**config.mk**
```make
export PLATFORM = sky130hd
export DESIGN_NAME = tmr_unit
export DESIGN_NICKNAME = d
export VERILOG_FILES = /design/src/rtl/tmr_pkg.sv /design/src/rtl/tmr_prescaler.sv /design/src/rtl/tmr_counter.sv /design/src/rtl/tmr_compare.sv /design/src/rtl/tmr_unit.sv
export SDC_FILE = /design/constraint.sdc
export NUM_CORES = 1
export LEC_CHECK = 0
export ABC_AREA = 1
export CORE_MARGIN = 2
export CORE_UTILIZATION = 55
export CTS_BUF_LIST = sky130_fd_sc_hd__clkbuf_4 sky130_fd_sc_hd__clkbuf_8 sky130_fd_sc_hd__clkbuf_16
export DETAILED_ROUTE_END_ITERATION = 7
export DONT_BUFFER_PORTS = 1
export GPL_ROUTABILITY_DRIVEN = 0
export PLACE_DENSITY = 0.78
export SLEW_MARGIN = 20
export SYNTH_ARGS = -nofsm -noshare
export SYNTH_HDL_FRONTEND = slang
export SYNTH_HIERARCHICAL = 1
export SYNTH_SLANG_ARGS = --single-unit
```
**constraint.sdc**
```tcl
create_clock -name clk -period 1.8 [get_ports clk]
set_input_delay 0.36 -clock clk [delete_from_list [all_inputs] [get_ports clk]]
set_output_delay 0.36 -clock clk [all_outputs]
set_load 0.05 [all_outputs]
```
**src/rtl/tmr_pkg.sv**
```systemverilog
package tmr_pkg;
  localparam int SEL_W = 3;
  localparam int NSEL  = 1 << SEL_W;

  // log2 of the division ratio for each rate code (code 0 unused)
  function automatic int rate_shift(input int code);
    case (code)
      2: rate_shift = 3;
      3: rate_shift = 5;
      4: rate_shift = 6;
      5: rate_shift = 7;
      6: rate_shift = 8;
      7: rate_shift = 10;
      default: rate_shift = 0;
    endcase
  endfunction

  // Low-bit mask of the divider that must be all ones for a tick
  function automatic logic [15:0] tap_mask(input int code);
    tap_mask = 16'((32'd1 << rate_shift(code)) - 32'd1);
  endfunction

  function automatic logic [7:0] count_next(input logic [7:0] c);
    count_next = c + 8'd1;
  endfunction

  typedef enum logic [1:0] {
    REG_RATE = 2'd0,
    REG_CNT  = 2'd1,
    REG_CMP  = 2'd2,
    REG_FLAG = 2'd3
  } reg_addr_e;
endpackage

```
**src/rtl/tmr_prescaler.sv**
```systemverilog
module tmr_prescaler #(
  parameter int PRE_W = 10,
  parameter int SEL_W = 3
) (
  input  logic             clk,
  input  logic             rst_n,
  input  logic [SEL_W-1:0] sel,
  output logic             tick
);
  import tmr_pkg::*;
  localparam int NCODE = 1 << SEL_W;

  logic [PRE_W-1:0] div_q;
  logic [NCODE-1:0] taps;

  always_ff @(posedge clk or negedge rst_n) begin
    if (!rst_n) div_q <= '0;
    else        div_q <= div_q + 1'b1;
  end

  assign taps[0] = 1'b0;
  for (genvar g = 1; g < NCODE; g++) begin : g_tap
    localparam logic [PRE_W-1:0] MASK = PRE_W'(tap_mask(g));
    assign taps[g] = ((div_q & MASK) == MASK);
  end

  assign tick = taps[sel];

  // a 1-cycle rate (code 1) ticks on every cycle
  a_r3_full_rate: assert property (@(posedge clk) disable iff (!rst_n)
    (sel == SEL_W'(1)) |-> tick);
endmodule

```
**src/rtl/tmr_counter.sv**
```systemverilog
module tmr_counter #(
  parameter int CNT_W = 8
) (
  input  logic             clk,
  input  logic             rst_n,
  input  logic             tick,
  input  logic             ld,
  input  logic [CNT_W-1:0] ld_val,
  output logic [CNT_W-1:0] cnt
);
  import tmr_pkg::*;

  always_ff @(posedge clk or negedge rst_n) begin
    if (!rst_n)    cnt <= '0;
    else if (ld)   cnt <= ld_val;
    else if (tick) cnt <= CNT_W'(count_next(8'(cnt)));
  end

  // a tick without a load advances by one modulo 2^CNT_W
  a_r4_step: assert property (@(posedge clk) disable iff (!rst_n)
    (tick && !ld) |=> (cnt == CNT_W'($past(cnt) + 1'b1)));
  // a load wins over a tick at the same edge
  a_r9_load_wins: assert property (@(posedge clk) disable iff (!rst_n)
    ld |=> (cnt == $past(ld_val)));
  // no tick and no load keeps the count
  a_r2_hold: assert property (@(posedge clk) disable iff (!rst_n)
    (!tick && !ld) |=> $stable(cnt));
endmodule

```
**src/rtl/tmr_compare.sv**
```systemverilog
module tmr_compare #(
  parameter int CNT_W = 8
) (
  input  logic             clk,
  input  logic             rst_n,
  input  logic             tick,
  input  logic             cnt_ld,
  input  logic [CNT_W-1:0] cnt,
  input  logic [CNT_W-1:0] cmp,
  input  logic             flag_clr,
  output logic             match,
  output logic             flag,
  output logic             wave
);
  logic blk_q;

  // a load blocks the match at its own edge and at the next tick
  always_ff @(posedge clk or negedge rst_n) begin
    if (!rst_n)      blk_q <= 1'b0;
    else if (cnt_ld) blk_q <= 1'b1;
    else if (tick)   blk_q <= 1'b0;
  end

  assign match = tick && !cnt_ld && !blk_q && (cnt == cmp);

  always_ff @(posedge clk or negedge rst_n) begin
    if (!rst_n)        flag <= 1'b0;
    else if (match)    flag <= 1'b1;
    else if (flag_clr) flag <= 1'b0;
  end

  always_ff @(posedge clk or negedge rst_n) begin
    if (!rst_n)     wave <= 1'b0;
    else if (match) wave <= ~wave;
  end

  // a match always leaves the flag set, even with a clear
  a_r8_set_wins: assert property (@(posedge clk) disable iff (!rst_n)
    match |=> flag);
  // each match inverts the waveform output
  a_r6_wave_toggle: assert property (@(posedge clk) disable iff (!rst_n)
    match |=> (wave != $past(wave)));
  // a clear without a match empties the flag
  a_r7_clear: assert property (@(posedge clk) disable iff (!rst_n)
    (flag_clr && !match) |=> !flag);
  // the tick following a counter load never matches
  a_r10_blocked: assert property (@(posedge clk) disable iff (!rst_n)
    (blk_q && tick) |-> !match);
  // without ticks there is no match
  a_r2_no_match: assert property (@(posedge clk) disable iff (!rst_n)
    !tick |-> !match);
endmodule

```
**src/rtl/tmr_unit.sv**
```systemverilog
module tmr_unit #(
  parameter int CNT_W = 8,
  parameter int PRE_W = 10
) (
  input  logic             clk,
  input  logic             rst_n,
  input  logic             bus_wr,
  input  logic [1:0]       bus_addr,
  input  logic [CNT_W-1:0] bus_wdata,
  output logic [CNT_W-1:0] bus_rdata,
  output logic             irq,
  output logic             wave_out
);
  import tmr_pkg::*;

  logic [SEL_W-1:0] rate_q;
  logic [CNT_W-1:0] cmp_q;
  logic [CNT_W-1:0] cnt;
  logic             tick;
  logic             match;
  logic             wr_rate, wr_cnt, wr_cmp, flag_clr;

  assign wr_rate  = bus_wr && (bus_addr == REG_RATE);
  assign wr_cnt   = bus_wr && (bus_addr == REG_CNT);
  assign wr_cmp   = bus_wr && (bus_addr == REG_CMP);
  assign flag_clr = bus_wr && (bus_addr == REG_FLAG) && bus_wdata[0];

  always_ff @(posedge clk or negedge rst_n) begin
    if (!rst_n) begin
      rate_q <= '0;
      cmp_q  <= '0;
    end else begin
      if (wr_rate) rate_q <= bus_wdata[SEL_W-1:0];
      if (wr_cmp)  cmp_q  <= bus_wdata;
    end
  end

  tmr_prescaler #(.PRE_W(PRE_W), .SEL_W(SEL_W)) u_pre (
    .clk(clk), .rst_n(rst_n), .sel(rate_q), .tick(tick)
  );

  tmr_counter #(.CNT_W(CNT_W)) u_cnt (
    .clk(clk), .rst_n(rst_n), .tick(tick), .ld(wr_cnt),
    .ld_val(bus_wdata), .cnt(cnt)
  );

  tmr_compare #(.CNT_W(CNT_W)) u_cmp (
    .clk(clk), .rst_n(rst_n), .tick(tick), .cnt_ld(wr_cnt),
    .cnt(cnt), .cmp(cmp_q), .flag_clr(flag_clr),
    .match(match), .flag(irq), .wave(wave_out)
  );

  always_comb begin
    case (bus_addr)
      REG_RATE: bus_rdata = CNT_W'(rate_q);
      REG_CNT:  bus_rdata = cnt;
      REG_CMP:  bus_rdata = cmp_q;
      default:  bus_rdata = CNT_W'(irq);
    endcase
  end

  // a stopped timer leaves the counter alone unless it is written
  a_r2_stopped: assert property (@(posedge clk) disable iff (!rst_n)
    ((rate_q == '0) && !wr_cnt) |=> $stable(cnt));
  // a compare write is visible after its edge
  a_r5_cmp_write: assert property (@(posedge clk) disable iff (!rst_n)
    wr_cmp |=> (cmp_q == $past(bus_wdata)));
endmodule

```
======== Word level (Yosys, flattened, before mapping) ========
Cells that the tools add are included.
storage, ports and cells
  word-level logic and storage cells ...... 43
  register bits ........................... 32
operators by class
  reduce and logical (&&, ||, !) cells .... 13
  muxes and demuxes ....................... 9
  bitwise gates (word level) .............. 1
  equal/unequal tests ..................... 10
  $add $sub $neg .......................... 2
  magnitude comparators ................... 1
operator list
  kind                     count
  $pmux W8 S3              1
  $mux W8                  2
  $add A10 B1 Y10 const B  1
  $eq A10 B10 Y1 const B   1
  $add A8 B1 Y8 const B    1
  $eq A8 B8 Y1             1
  $eq A8 B8 Y1 const B     1
  $logic_and A1 B1 Y1      8
  $eq A7 B7 Y1 const B     1
  $eq A6 B6 Y1 const B     1
  $eq A5 B5 Y1 const B     1
  $mux W1                  5
  $eq A2 B2 Y1 const B     2
  $lt A3 B4 Y1 const B     1
  $reduce_bool A2 Y1       2
  $bmux W1 S3              1
  $eq A3 B3 Y1 const B     1
  $eq A2 B1 Y1 const B     1
  $logic_not A1 Y1         2
  $logic_not A2 Y1         1
  $not A1 Y1               1

======== Longest topological paths before layout ========
Gate-level depths: netlist of the first run.
  depth in word-level cells ............... 7
  gate-level depth with buffers ........... 14
  gate-level depth less buffers ........... 14

======== By module ========
The synthesis of the first run kept the hierarchy.
modules (own cells, without submodules)
  module         cells each  area an instance (sq um)  instances  sequential area each (sq um)
  tmr_unit       86          603.1                     1          275.3
  tmr_prescaler  56          534.3                     1          250.2
  tmr_counter    62          499.2                     1          200.2
  tmr_compare    44          302.8                     1          75.1

======== Worst setup path before layout of the first run ========
OpenSTA, ideal clock, no wires.
  path type ............................... reg-to-reg
  from .................................... register u_pre.div_q[1]
  to ...................................... register u_cmp.wave
  cell stages (with the launch flop) ...... 15
  buffers on the path ..................... 0
  path slack .............................. 0.099 ns
  data arrival time ....................... 1.582 ns
  required time ........................... 1.681 ns
  path through ............................ dfrtp_1 -> ha_1 -> nand3_2 -> nor2_2 -> nand2_1 -> o21ai_1 -> nand2_1 -> nand2_1 -> nand2_1 -> nor2_2 -> nand3_1 -> nor2_2 -> nand2_1 -> nand2_1 -> nand2_1
between the ends
  cells in the longest elaborated chain, start to end .. 6
RTL lines
  element                                       line                 RTL
  start: declaration                            tmr_prescaler.sv:13  logic [PRE_W-1:0] div_q;
  start signal: assignment                      tmr_prescaler.sv:18  else div_q <= div_q + 1'b1;
  $eq A10 B10 Y1, or another cell as far along  tmr_prescaler.sv:24  assign taps[g] = ((div_q & MASK) == MASK);
  $bmux W1 S3 *                                 tmr_prescaler.sv:27  assign tick = taps[sel];
  $mux W1 (not written as such) *               tmr_prescaler.sv:27
  named net tick                                tmr_unit.sv:19       logic tick;
  $logic_and A1 B1 Y1 * (3 in a row)            tmr_compare.sv:24    assign match = tick && !cnt_ld && !blk_q && (cnt == cmp);
  end signal: assignment                        tmr_compare.sv:34    else if (match) wave <= ~wave;
  end: declaration                              tmr_compare.sv:13    output logic wave
The timed path passes the listed nets; every way through them passes the cells marked *. The select of a mux whose other input is x is not followed.
A chain may end at the register's enable or synchronous reset.

======== Worst setup path in the final report of the first run ========
  from .................................... register u_pre.div_q[0]
  to ...................................... register u_cmp.wave
The elaborated chain is that of the path after synthesis.

==> results of run 1 <==
[state kept, by name, indices dropped and copies added (netlist names)]
register     flops
u_cmp/flag       1
rate_q           3
u_cmp/wave       1
u_cmp/blk_q      1
u_pre/div_q     10
cmp_q            8
u_cnt/cnt        8
[critical path, cell delays in order, from the launching register on]
cell,delay (ns)
dfrtp_1,0.39
ha_2,0.20
nand3_2,0.12
nor2_4,0.12
nand2_1,0.05
o21ai_1,0.07
nand2_1,0.06
nand2_1,0.08
nand2_1,0.06
nor2_2,0.08
nand3_1,0.09
nor2_2,0.10
nand2_1,0.07
nand2_1,0.06
nand2_1,0.05
[stage by stage]
stage / total power, mW / std cells / setup WS (ns) / instance area [um^2] / utilization (%)
6_report: 2.31 / 299 / 0.107 / 2090 / 63.2
5_1_grt: 2.45 / 299 / -0.132 / 2090 / 63.2
4_1_cts: 2.31 / 296 / 0.0653 / 2060 / 62.2
3_5_place_dp: 1.88 / 287 / 0.0949 / 1980 / 59.8
3_3_place_gp: 1.87 / 287 / 0.142 / 1980 / 59.8
2_1_floorplan: 1.71 / 237 / 0.127 / 1890 / -
[power by group through the flow]
stage / registers [mW] / logic, mW / clock network, mW
2_1_floorplan: 1.10 / 0.609 / 0
3_3_place_gp: 1.15 / 0.721 / 0
3_5_place_dp: 1.15 / 0.731 / 0
4_1_cts: 1.14 / 0.758 / 0.417
5_1_grt: 1.17 / 0.843 / 0.436
6_report: 1.14 / 0.763 / 0.404
[final cells by class]
type	count	share of cell area [%]
Clock buffer	6	2.15
Clock inverter	1	0.239
Inverter	20	4.25
Multi-Input combinational cell	183	47.7
Sequential cell	32	38.3
Tap cell	46	2.75
Timing Repair Buffer	11	4.67
[worst max path at each step]
stage                   startpoint          to  slack (ns)
detailed placement  u_pre/div_q[1]  u_cmp/wave        0.09
finish              u_pre/div_q[0]  u_cmp/wave        0.11
global placement    u_pre/div_q[1]  u_cmp/wave        0.14
floorplan           u_pre/div_q[1]  u_cmp/wave        0.13
global route        u_pre/div_q[0]  u_cmp/wave       -0.13
CTS                 u_pre/div_q[1]  u_cmp/wave        0.07
[repair_timing]
item / in CTS / in global routing
hold endpoints to repair: 32 / 0
hold buffers: 2 / 0
setup endpoints to repair: 0 / 10
gates resized for setup: 0 / 4
setup buffers: 0 / 3
[layer usage]
layer	part of all wire, %	up-vias
met5	0	-
met4	0.95	0
met3	6.0	4
met2	43	35
met1	50	735
li1	-	790
==> qor.log, run 1 <==
qor: worst_setup_path.worst-r2r-cell-count 14
qor: yosys.synth_area 1890 um^2
qor: grt.track_usage 21.8%
qor: yosys.post_synth.cell_area_avg 7.96 um^2
qor: detailed_routing.firstDrtPassIters 4
qor: layout.area_taken_by_multi_input_logic_gates 997 um^2
qor: sta.worst_slew_pin_slew 0.506 ns
qor: clock_network.tritoncts_buffers 5
qor: worst_setup_path.setup.worst_path.end_class flip-flop
qor: layout.n_antenna_cell 0
qor: floorplanning.num_io_pins 23
qor: sta.clock_skew 0.0153 ns
qor: floorplanning.row_count 21
qor: sta.grt_setup_unrepaired true
qor: grt.grt_pass1_vias 1491
qor: sta.post-route-min-period 1.69 ns
qor: pwr.clk_pwr_share 17.5%
qor: worst_hold_path.terminating_pin_of_the_worst_hold_path cmp_q[0]
qor: worst_setup_path.criticalPathCategory flip-flop to flip-flop
qor: clock_network.number_of_h_tree_levels 2
qor: detailed_routing.vias 1564
qor: sta.slew_viol_final 0
qor: grt.grt_first_pass_wirelength 6.63 mm
qor: worst_setup_path.worst-path-max-fanout 3
qor: worst_hold_path.hold_path.startpoint bus_wdata[0]
qor: floorplanning.starting_utilization_of_the_core_area 57.0%
qor: worst_setup_path.data_arrival_time_of_the_critical_path 1.94 ns
qor: worst_setup_path.regToRegStartpoint u_pre/div_q[0]
qor: yosys.synthesis.yosys.warnings 6
qor: detailed_routing.drt_iter0_markers 120
qor: clock_network.path_clk_slew 0.11 ns
qor: detailed_routing.antenna_left 0
qor: detailed_routing.number_of_remaining_drc_errors 0
qor: pwr.worst_ir_drop_vdd 0.717 mV
qor: worst_setup_path.critPathLaunchType flip-flop
qor: layout.mostFrequentLayoutCell nand2_1
qor: floorplanning.core_area 3310 um^2
qor: detailed_routing.wire_per_inst 13.1 um
qor: pwr.combinationalPowerShare 33.1%
qor: yosys.syn-instance-count 237
qor: worst_setup_path.ff2ff_setup_slack 0.11 ns
qor: pwr.p_sw 0.983 mW
qor: layout.area.growth.synth_to_final 10.9%
qor: grt.grt.met2_usage 33.5%
qor: place.post-dp-hpwl 2.82 mm
qor: worst_hold_path.worst_hold_path.num_cells 2
qor: clock_network.clock_insertion_delay_worst_skew 0.34 ns
qor: layout.num-nets-final 269
qor: place.buffer_ports.inserted 0
qor: clock_network.cts.sinks 32
qor: grt.grt_use_met3 5.59%
qor: pwr.p_leak 1.04 nW
qor: layout.fillCellCount 319
qor: clock_network.clk_path_buf_depth 2
qor: worst_setup_path.r2r_end u_cmp/wave
qor: layout.register_area 801 um^2
qor: grt.gr_util_met1 29.6%
qor: sta.fin_tns_setup 0 ns
qor: grt.grt_max_degree 33
qor: grt.grt_overflow_total 0
qor: sta.holdWs 0.127 ns
qor: flow_run.max-cap-violations 0
qor: detailed_routing.viasPerCell 5.23
qor: pwr.switching_share 42.6%
qor: pwr.p_seq_share 49.4%
qor: pwr.internal_power_contribution 1.32 mW
qor: pwr.power-per-cell-area 1100 nW/um^2
qor: sta.final_min_period_over_clock_period 94.1%
qor: sta.slew_headroom 66.3%
qor: clock_network.tritoncts_clock_tree built
qor: floorplanning.die-area 3920 um^2
qor: floorplanning.die_h 62.6 um
qor: yosys.synthesis.nets 253
qor: grt.initial_antenna_violation_count 0
qor: grt.busiest_layer met2
qor: sta.achievable-frequency 591 MHz
qor: worst_setup_path.critical_path_required 2.05 ns
qor: floorplanning.dieWidth 62.6 um
qor: detailed_routing.route.final.wire_length 3.91 mm
qor: layout.mostFrequentLayoutCells nand2_1, dfrtp_1, nand3_1
qor: worst_hold_path.hold_class input port to flip-flop
qor: sta.final-hold-violation-count 0
qor: outcome.status finished, final reports clean
qor: sta.setup_violations 0
qor: layout.fraction_of_final_layout_cells_sized_beyond_drive_strength_1 18.2%
qor: clock_network.ctsRootBufferMaster clkbuf_4
(Power assumes the default switching activity.)
==> run 2, diff against run 1 <==
--- a/config.mk
+++ b/config.mk
@@ -6,7 +6,7 @@
 export NUM_CORES = 1
 export LEC_CHECK = 0
 export ABC_AREA = 1
-export CORE_MARGIN = 2
+export CORE_MARGIN = 1.5
 export CORE_UTILIZATION = 55
 export CTS_BUF_LIST = sky130_fd_sc_hd__clkbuf_4 sky130_fd_sc_hd__clkbuf_8 sky130_fd_sc_hd__clkbuf_16
 export DETAILED_ROUTE_END_ITERATION = 7
==> run 2 against run 1 <==
Net effect:
- sequential share of layout area decreased by 0.98 points
- first-iteration DRC count down 20%
- non-clock buffer count fell by 1
- highest routed layer unchanged
==> qor.log, run 2 (synthesis results as in run 1) <==
qor: grt.grt_first_pass_wirelength 6.26 mm
qor: worst_setup_path.critPathLaunchType flip-flop
qor: sta.final-hold-violation-count 0
qor: worst_hold_path.worst_hold_path.num_cells 2
qor: layout.top_register u_pre/div_q
qor: sta.achievable-frequency 569 MHz
qor: worst_setup_path.regToRegStartpoint u_pre/div_q[0]
qor: place.post-dp-hpwl 2.80 mm
qor: sta.worst_slew_pin_slew 0.516 ns
qor: pwr.worst_ir_drop_vdd 0.769 mV
qor: clock_network.clock_insertion_delay_worst_skew 0.34 ns
qor: detailed_routing.wire_per_inst 13.2 um
qor: layout.area.growth.synth_to_final 13.8%
qor: worst_setup_path.r2r_end u_cmp/wave
qor: grt.initial_antenna_violation_count 0
qor: detailed_routing.routed.top_layer met4
qor: place.place_ws 0.0635 ns
qor: detailed_routing.firstDrtPassIters 7
qor: place.buffer_ports.inserted 0
qor: grt.grt_pass1_vias 1377
qor: detailed_routing.wl_met2 1.81 mm
qor: pwr.power-per-cell-area 1180 nW/um^2
qor: clock_network.path_clk_slew 0.10 ns
qor: detailed_routing.met1Wirelength 1.81 mm
qor: layout.reg_top3 u_pre/div_q (10), cmp_q (8), u_cnt/cnt (8)
qor: worst_hold_path.terminating_pin_of_the_worst_hold_path cmp_q[3]
qor: worst_setup_path.setup.worst_path.end_class flip-flop
qor: sta.grt_setup_unrepaired true
qor: floorplanning.num_io_pins 23
qor: sta.slew_headroom 65.6%
qor: layout.mostFrequentLayoutCell nand2_1
qor: outcome.status finished, final reports clean
qor: sta.clock_skew 0.0128 ns
qor: layout.n_antenna_cell 0
qor: floorplanning.core_area 3310 um^2
qor: detailed_routing.antenna_left 0
qor: grt.track_usage 22.8%
qor: worst_setup_path.criticalPathCategory flip-flop to flip-flop
qor: detailed_routing.viasPerCell 5.29
qor: layout.flip_flop_count_of_the_largest_register_all_copies_and_words_added 10
qor: floorplanning.die_h 61.6 um
qor: floorplanning.dieWidth 61.6 um
qor: detailed_routing.number_of_remaining_drc_errors 0
qor: detailed_routing.vias 1583
qor: place.numPlacedInstances 287
qor: clock_network.ctsRootBufferMaster clkbuf_4
qor: worst_hold_path.hold_path.startpoint bus_wdata[3]
qor: pwr.p_leak 1.05 nW
qor: grt.grt_overflow_total 0
qor: sta.finalWorstSetupSlack 0.0415 ns
qor: floorplanning.starting_utilization_of_the_core_area 57.0%
qor: worst_setup_path.worst-r2r-cell-count 14
qor: layout.mostFrequentLayoutCells nand2_1, dfrtp_1, nand3_1
qor: floorplanning.row_count 21
qor: worst_setup_path.ff2ff_setup_slack 0.04 ns
qor: layout.fin_util 64.9%
qor: grt.grt_max_degree 33
qor: sta.final_min_period_over_clock_period 97.7%
qor: layout.fraction_of_final_layout_cells_sized_beyond_drive_strength_1 19.0%
qor: clock_network.tritoncts_clock_tree built
qor: sta.holdWs 0.132 ns
qor: clock_network.clk_path_buf_depth 2
qor: clock_network.number_of_h_tree_levels 2
qor: worst_setup_path.worst-path-max-fanout 3
qor: sta.slew_viol_final 0
qor: worst_setup_path.critical_path_required 2.03 ns
qor: worst_hold_path.hold_class input port to flip-flop
qor: clock_network.cts.sinks 32
qor: flow_run.max-cap-violations 0
qor: detailed_routing.met3_length 279 um
qor: sta.post-route-min-period 1.76 ns
qor: detailed_routing.drt_iter0_markers 96
qor: clock_network.tritoncts_buffers 5
qor: layout.instances_no_fill 299
qor: layout.num-nets-final 268
qor: sta.setup_violations 0
qor: detailed_routing.route.final.wire_length 3.95 mm
qor: floorplanning.die-area 3790 um^2
qor: worst_setup_path.data_arrival_time_of_the_critical_path 1.98 ns
## run 2: cell types whose count changed in the layout (fill, tap and decap cells not counted), sizes merged
| cell | delta |
|---|---|
| clkinv | -1 |
| buf | -1 |
| bufinv | +1 |
| clkbuf | +1 |
## run 2: power by group
part | total, mW | switching, mW | leakage [nW] | internal, mW
combinational | 0.766 | 0.457 | 0.595 | 0.309
clock | 0.614 | 0.246 | 0.0515 | 0.369
sequential | 1.14 | 0.285 | 0.403 | 0.858
## run 2: how the worst max path moves through the flow
stage / start / end / slack (ns) / depth (start not counted)
final: u_pre/div_q[0] / u_cmp/wave / 0.04 / 14
after global routing: u_pre/div_q[0] / u_cmp/wave / -0.15 / 14
after CTS: u_pre/div_q[1] / u_cmp/wave / 0.03 / 14
after detailed placement: u_pre/div_q[1] / u_cmp/wave / 0.06 / 14
after global placement: u_pre/div_q[1] / u_cmp/wave / 0.14 / 14
after floorplan: u_pre/div_q[1] / u_cmp/wave / 0.13 / 14
## run 2: per-layer routing
layer | vias up | track usage (%)
met4 | 0 | 6.99
met1 | 742 | 33.9
met3 | 6 | 6.72
met5 | - | 0
li1 | 787 | -
met2 | 48 | 32.0
## run 2: worst max-delay path: stages (launching register included)
cell and delay, ns:
dfrtp_1 0.40, ha_2 0.23, nand3_4 0.10, nor2_4 0.13, nand2_1 0.06, o21ai_1 0.07, nand2_1 0.06, nand2_1 0.08
nand2_1 0.07, nor2_2 0.07, nand3_1 0.09, nor2_2 0.11, nand2_1 0.07, nand2_1 0.06, nand2_1 0.06
## run 2: layout make-up
| cell class | instances | area, um^2 |
|---|---|---|
| Tap cell | 46 | 57.6 |
| Fill cell | 296 | 1160 |
| Sequential cell | 32 | 801 |
| Timing Repair Buffer | 10 | 90.1 |
| Clock inverter | 1 | 30.0 |
| Inverter | 20 | 88.8 |
| Clock buffer | 7 | 65.1 |
| Multi-Input combinational cell | 183 | 1010 |
## run 2: timing repair
action	in CTS	in global routing
endpoints found under the hold margin	32	0
setup endpoints to repair	0	10
gates resized for setup	0	7
buffers inserted	0	2
hold buffers	2	0
## run 2: metrics by stage
| stage | area [um^2] | setup TNS [ns] | total power, mW |
|---|---|---|---|
| after floorplan | 1890 | 0 | 1.71 |
| after global placement | 1980 | 0 | 1.86 |
| after detailed placement | 1980 | 0 | 1.88 |
| after CTS | 2100 | 0 | 2.53 |
| after global routing | 2150 | -0.575 | 2.68 |
| final | 2150 | 0 | 2.52 |
==> run 3, diff against run 2 <==
==> constraint.sdc (replaced) <==
create_clock -name clk -period 1.8 [get_ports clk]
set_input_delay 0.36 -clock clk [delete_from_list [all_inputs] [get_ports clk]]
set_output_delay 0.36 -clock clk [all_outputs]
set_load 0.02 [all_outputs]
==> run 3 against run 2 <==
Net effect:
- global-route usage down 1.4 points
- largest power group unchanged
- clock power is 36% lower
- routed wire length fell by 4.2%
- count of clock-buffer cells in the layout fell by 1
- fmax is 3.1% higher
- final area decreased by 4.3%
- utilization fell by 2.8 points
- critical endpoint unchanged
- first-iteration DRC count increased by 39%
==> qor.log, run 3 (synthesis results as in run 1) <==
qor: outcome.status finished, final reports clean
qor: grt.grt_max_degree 33
qor: sta.grt_setup_unrepaired true
qor: layout.fraction_of_final_layout_cells_sized_beyond_drive_strength_1 15.8%
qor: sta.final_min_period_over_clock_period 94.8%
qor: clock_network.tritoncts_buffers 5
qor: worst_setup_path.criticalPathCategory flip-flop to flip-flop
qor: worst_setup_path.critical_path.max_stage_delay 0.40 ns
qor: detailed_routing.firstDrtPassIters 4
qor: worst_hold_path.hold_class input port to flip-flop
qor: layout.flip_flop_count_of_the_largest_register_all_copies_and_words_added 10
qor: pwr.p_leak 1.00 nW
qor: sta.post-route-min-period 1.71 ns
qor: clock_network.number_of_h_tree_levels 2
qor: worst_setup_path.ff2ff_setup_slack 0.09 ns
qor: worst_setup_path.worst-path-max-fanout 3
qor: worst_setup_path.crit_path_cell_trace ha_2 > nand2_1 > nor2_1 > nand2_1 > o21ai_1 > nand2_1 > nand2_1 > nand2_1 > nor2_2 > nand3_1 > nor2_2 > nand2_1 > nand2_1 > nand2_1
qor: floorplanning.row_count 21
qor: layout.top_register u_pre/div_q
qor: pwr.switching_share 39.5%
qor: detailed_routing.wire_per_inst 12.9 um
qor: layout.mostFrequentLayoutCells nand2_1, dfrtp_1, nand3_1
qor: clock_network.clock_insertion_delay_worst_skew 0.34 ns
qor: floorplanning.dieWidth 61.6 um
qor: worst_setup_path.setup.worst_path.end_class flip-flop
qor: detailed_routing.drt_iter0_markers 133
qor: grt.initial_antenna_violation_count 0
qor: clock_network.cts.sinks 32
qor: detailed_routing.route.final.wire_length 3.79 mm
qor: sta.slew_headroom 76.4%
qor: sta.setup_violations 0
qor: layout.mostFrequentLayoutCell nand2_1
qor: sta.finalWorstSetupSlack 0.0944 ns
qor: floorplanning.core_area 3310 um^2
qor: flow_run.max-cap-violations 0
qor: pwr.worst_ir_drop_vdd 0.605 mV
qor: place.post-dp-hpwl 2.75 mm
qor: floorplanning.die_h 61.6 um
qor: worst_setup_path.crit_family simple AND/OR/NAND/NOR gates
qor: detailed_routing.antenna_left 0
qor: clock_network.clk_path_buf_depth 2
qor: detailed_routing.vias 1525
qor: sta.worst_slew_pin_slew 0.354 ns
qor: detailed_routing.viasPerCell 5.20
qor: layout.area.growth.synth_to_final 8.89%
qor: layout.reg_top3 u_pre/div_q (10), cmp_q (8), u_cnt/cnt (8)
qor: sta.holdWs 0.127 ns
qor: grt.grt_overflow_total 0
qor: worst_setup_path.critical_path_required 2.04 ns
qor: clock_network.path_clk_slew 0.10 ns
qor: pwr.p_seq_share 52.4%
qor: layout.n_antenna_cell 0
qor: place.buffer_ports.inserted 0
qor: layout.fillCellCount 298
qor: grt.grt_first_pass_wirelength 5.81 mm
qor: layout.num-nets-final 263
qor: worst_setup_path.critPathLaunchType flip-flop
qor: worst_setup_path.data_arrival_time_of_the_critical_path 1.95 ns
qor: pwr.internal_power_contribution 1.30 mW
qor: grt.grt_pass1_vias 1278
qor: place.place_ws 0.0726 ns
qor: worst_setup_path.crit_path_top_delay_cell dfrtp_1
qor: worst_setup_path.path_buf_inv 0
qor: clock_network.ctsRootBufferMaster clkbuf_4
qor: floorplanning.starting_utilization_of_the_core_area 57.0%
qor: pwr.power-per-cell-area 1040 nW/um^2
qor: sta.achievable-frequency 586 MHz
qor: pwr.finalPower 2.15 mW
qor: detailed_routing.number_of_remaining_drc_errors 0
qor: sta.clock_skew 0.0110 ns
qor: floorplanning.num_io_pins 23
qor: pwr.clk_pwr_share 18.4%
qor: sta.slew_viol_final 0
qor: pwr.combinationalPowerShare 29.2%
qor: grt.track_usage 21.4%
qor: sta.final-hold-violation-count 0
qor: clock_network.tritoncts_clock_tree built
qor: pwr.p_sw 0.848 mW
qor: worst_setup_path.critPathMostFrequentCell nand2_1
qor: floorplanning.die-area 3790 um^2
-- run 3: final cells by class --
| type | instances | area (um^2) | share of cell area, % |
|---|---|---|---|
| flip-flops and latches | 32 | 801 | 39.0 |
| clock inverters | 1 | 5.00 | 0.244 |
| inverters | 20 | 88.8 | 4.32 |
| repair buffers | 5 | 52.6 | 2.56 |
| well taps | 46 | 57.6 | 2.80 |
| multi-input cells | 183 | 1000 | 48.9 |
| clock buffers | 6 | 45.0 | 2.19 |
-- run 3: power groups by stage --
stage | sequential, mW | clock, mW | combinational [mW]
2_1_floorplan | 1.07 | 0 | 0.529
3_3_place_gp | 1.13 | 0 | 0.592
4_1_cts | 1.12 | 0.408 | 0.632
3_5_place_dp | 1.13 | 0 | 0.606
5_1_grt | 1.15 | 0.445 | 0.713
6_report | 1.12 | 0.394 | 0.627
-- run 3: worst paths after layout --
kind	start	end	depth (start not counted)
setup / recovery	u_pre/div_q[1]	u_cmp/wave	14
hold / removal	bus_wdata[1]	cmp_q[1]	2
setup reg to reg	u_pre/div_q[1]	u_cmp/wave	14
min in group asynchronous	rst_n	u_cmp/wave	2
hold reg to reg	u_pre/div_q[9]	u_pre/div_q[9]	2
max in group asynchronous	rst_n	cmp_q[2]	2
-- run 3: metrics by stage --
step,utilization [%],instances,area (um^2),TNS (ns)
floorplan,-,237,1890,0
global placement,58.9,283,1950,0
detailed placement,58.9,283,1950,0
CTS,61.3,292,2030,0
global route,62.1,293,2050,-0.0663
finish,62.1,293,2050,0
-- run 3: what timing repair did --
| action | 4_1_cts | 5_1_grt |
|---|---|---|
| endpoints found under the setup margin | 0 | 7 |
| buffers inserted | 0 | 1 |
| gates resized for setup | 0 | 4 |
| endpoints found under the hold margin | 32 | 0 |
| hold buffers | 2 | 0 |
-- run 3: routing by layer --
metal | up-vias | track usage [%] | wire (um)
met2 | 40 | 30.4 | 1730
li1 | 774 | - | -
met5 | - | 0 | 0
met4 | 0 | 6.38 | 50
met3 | 5 | 7.14 | 224
met1 | 706 | 31.0 | 1780
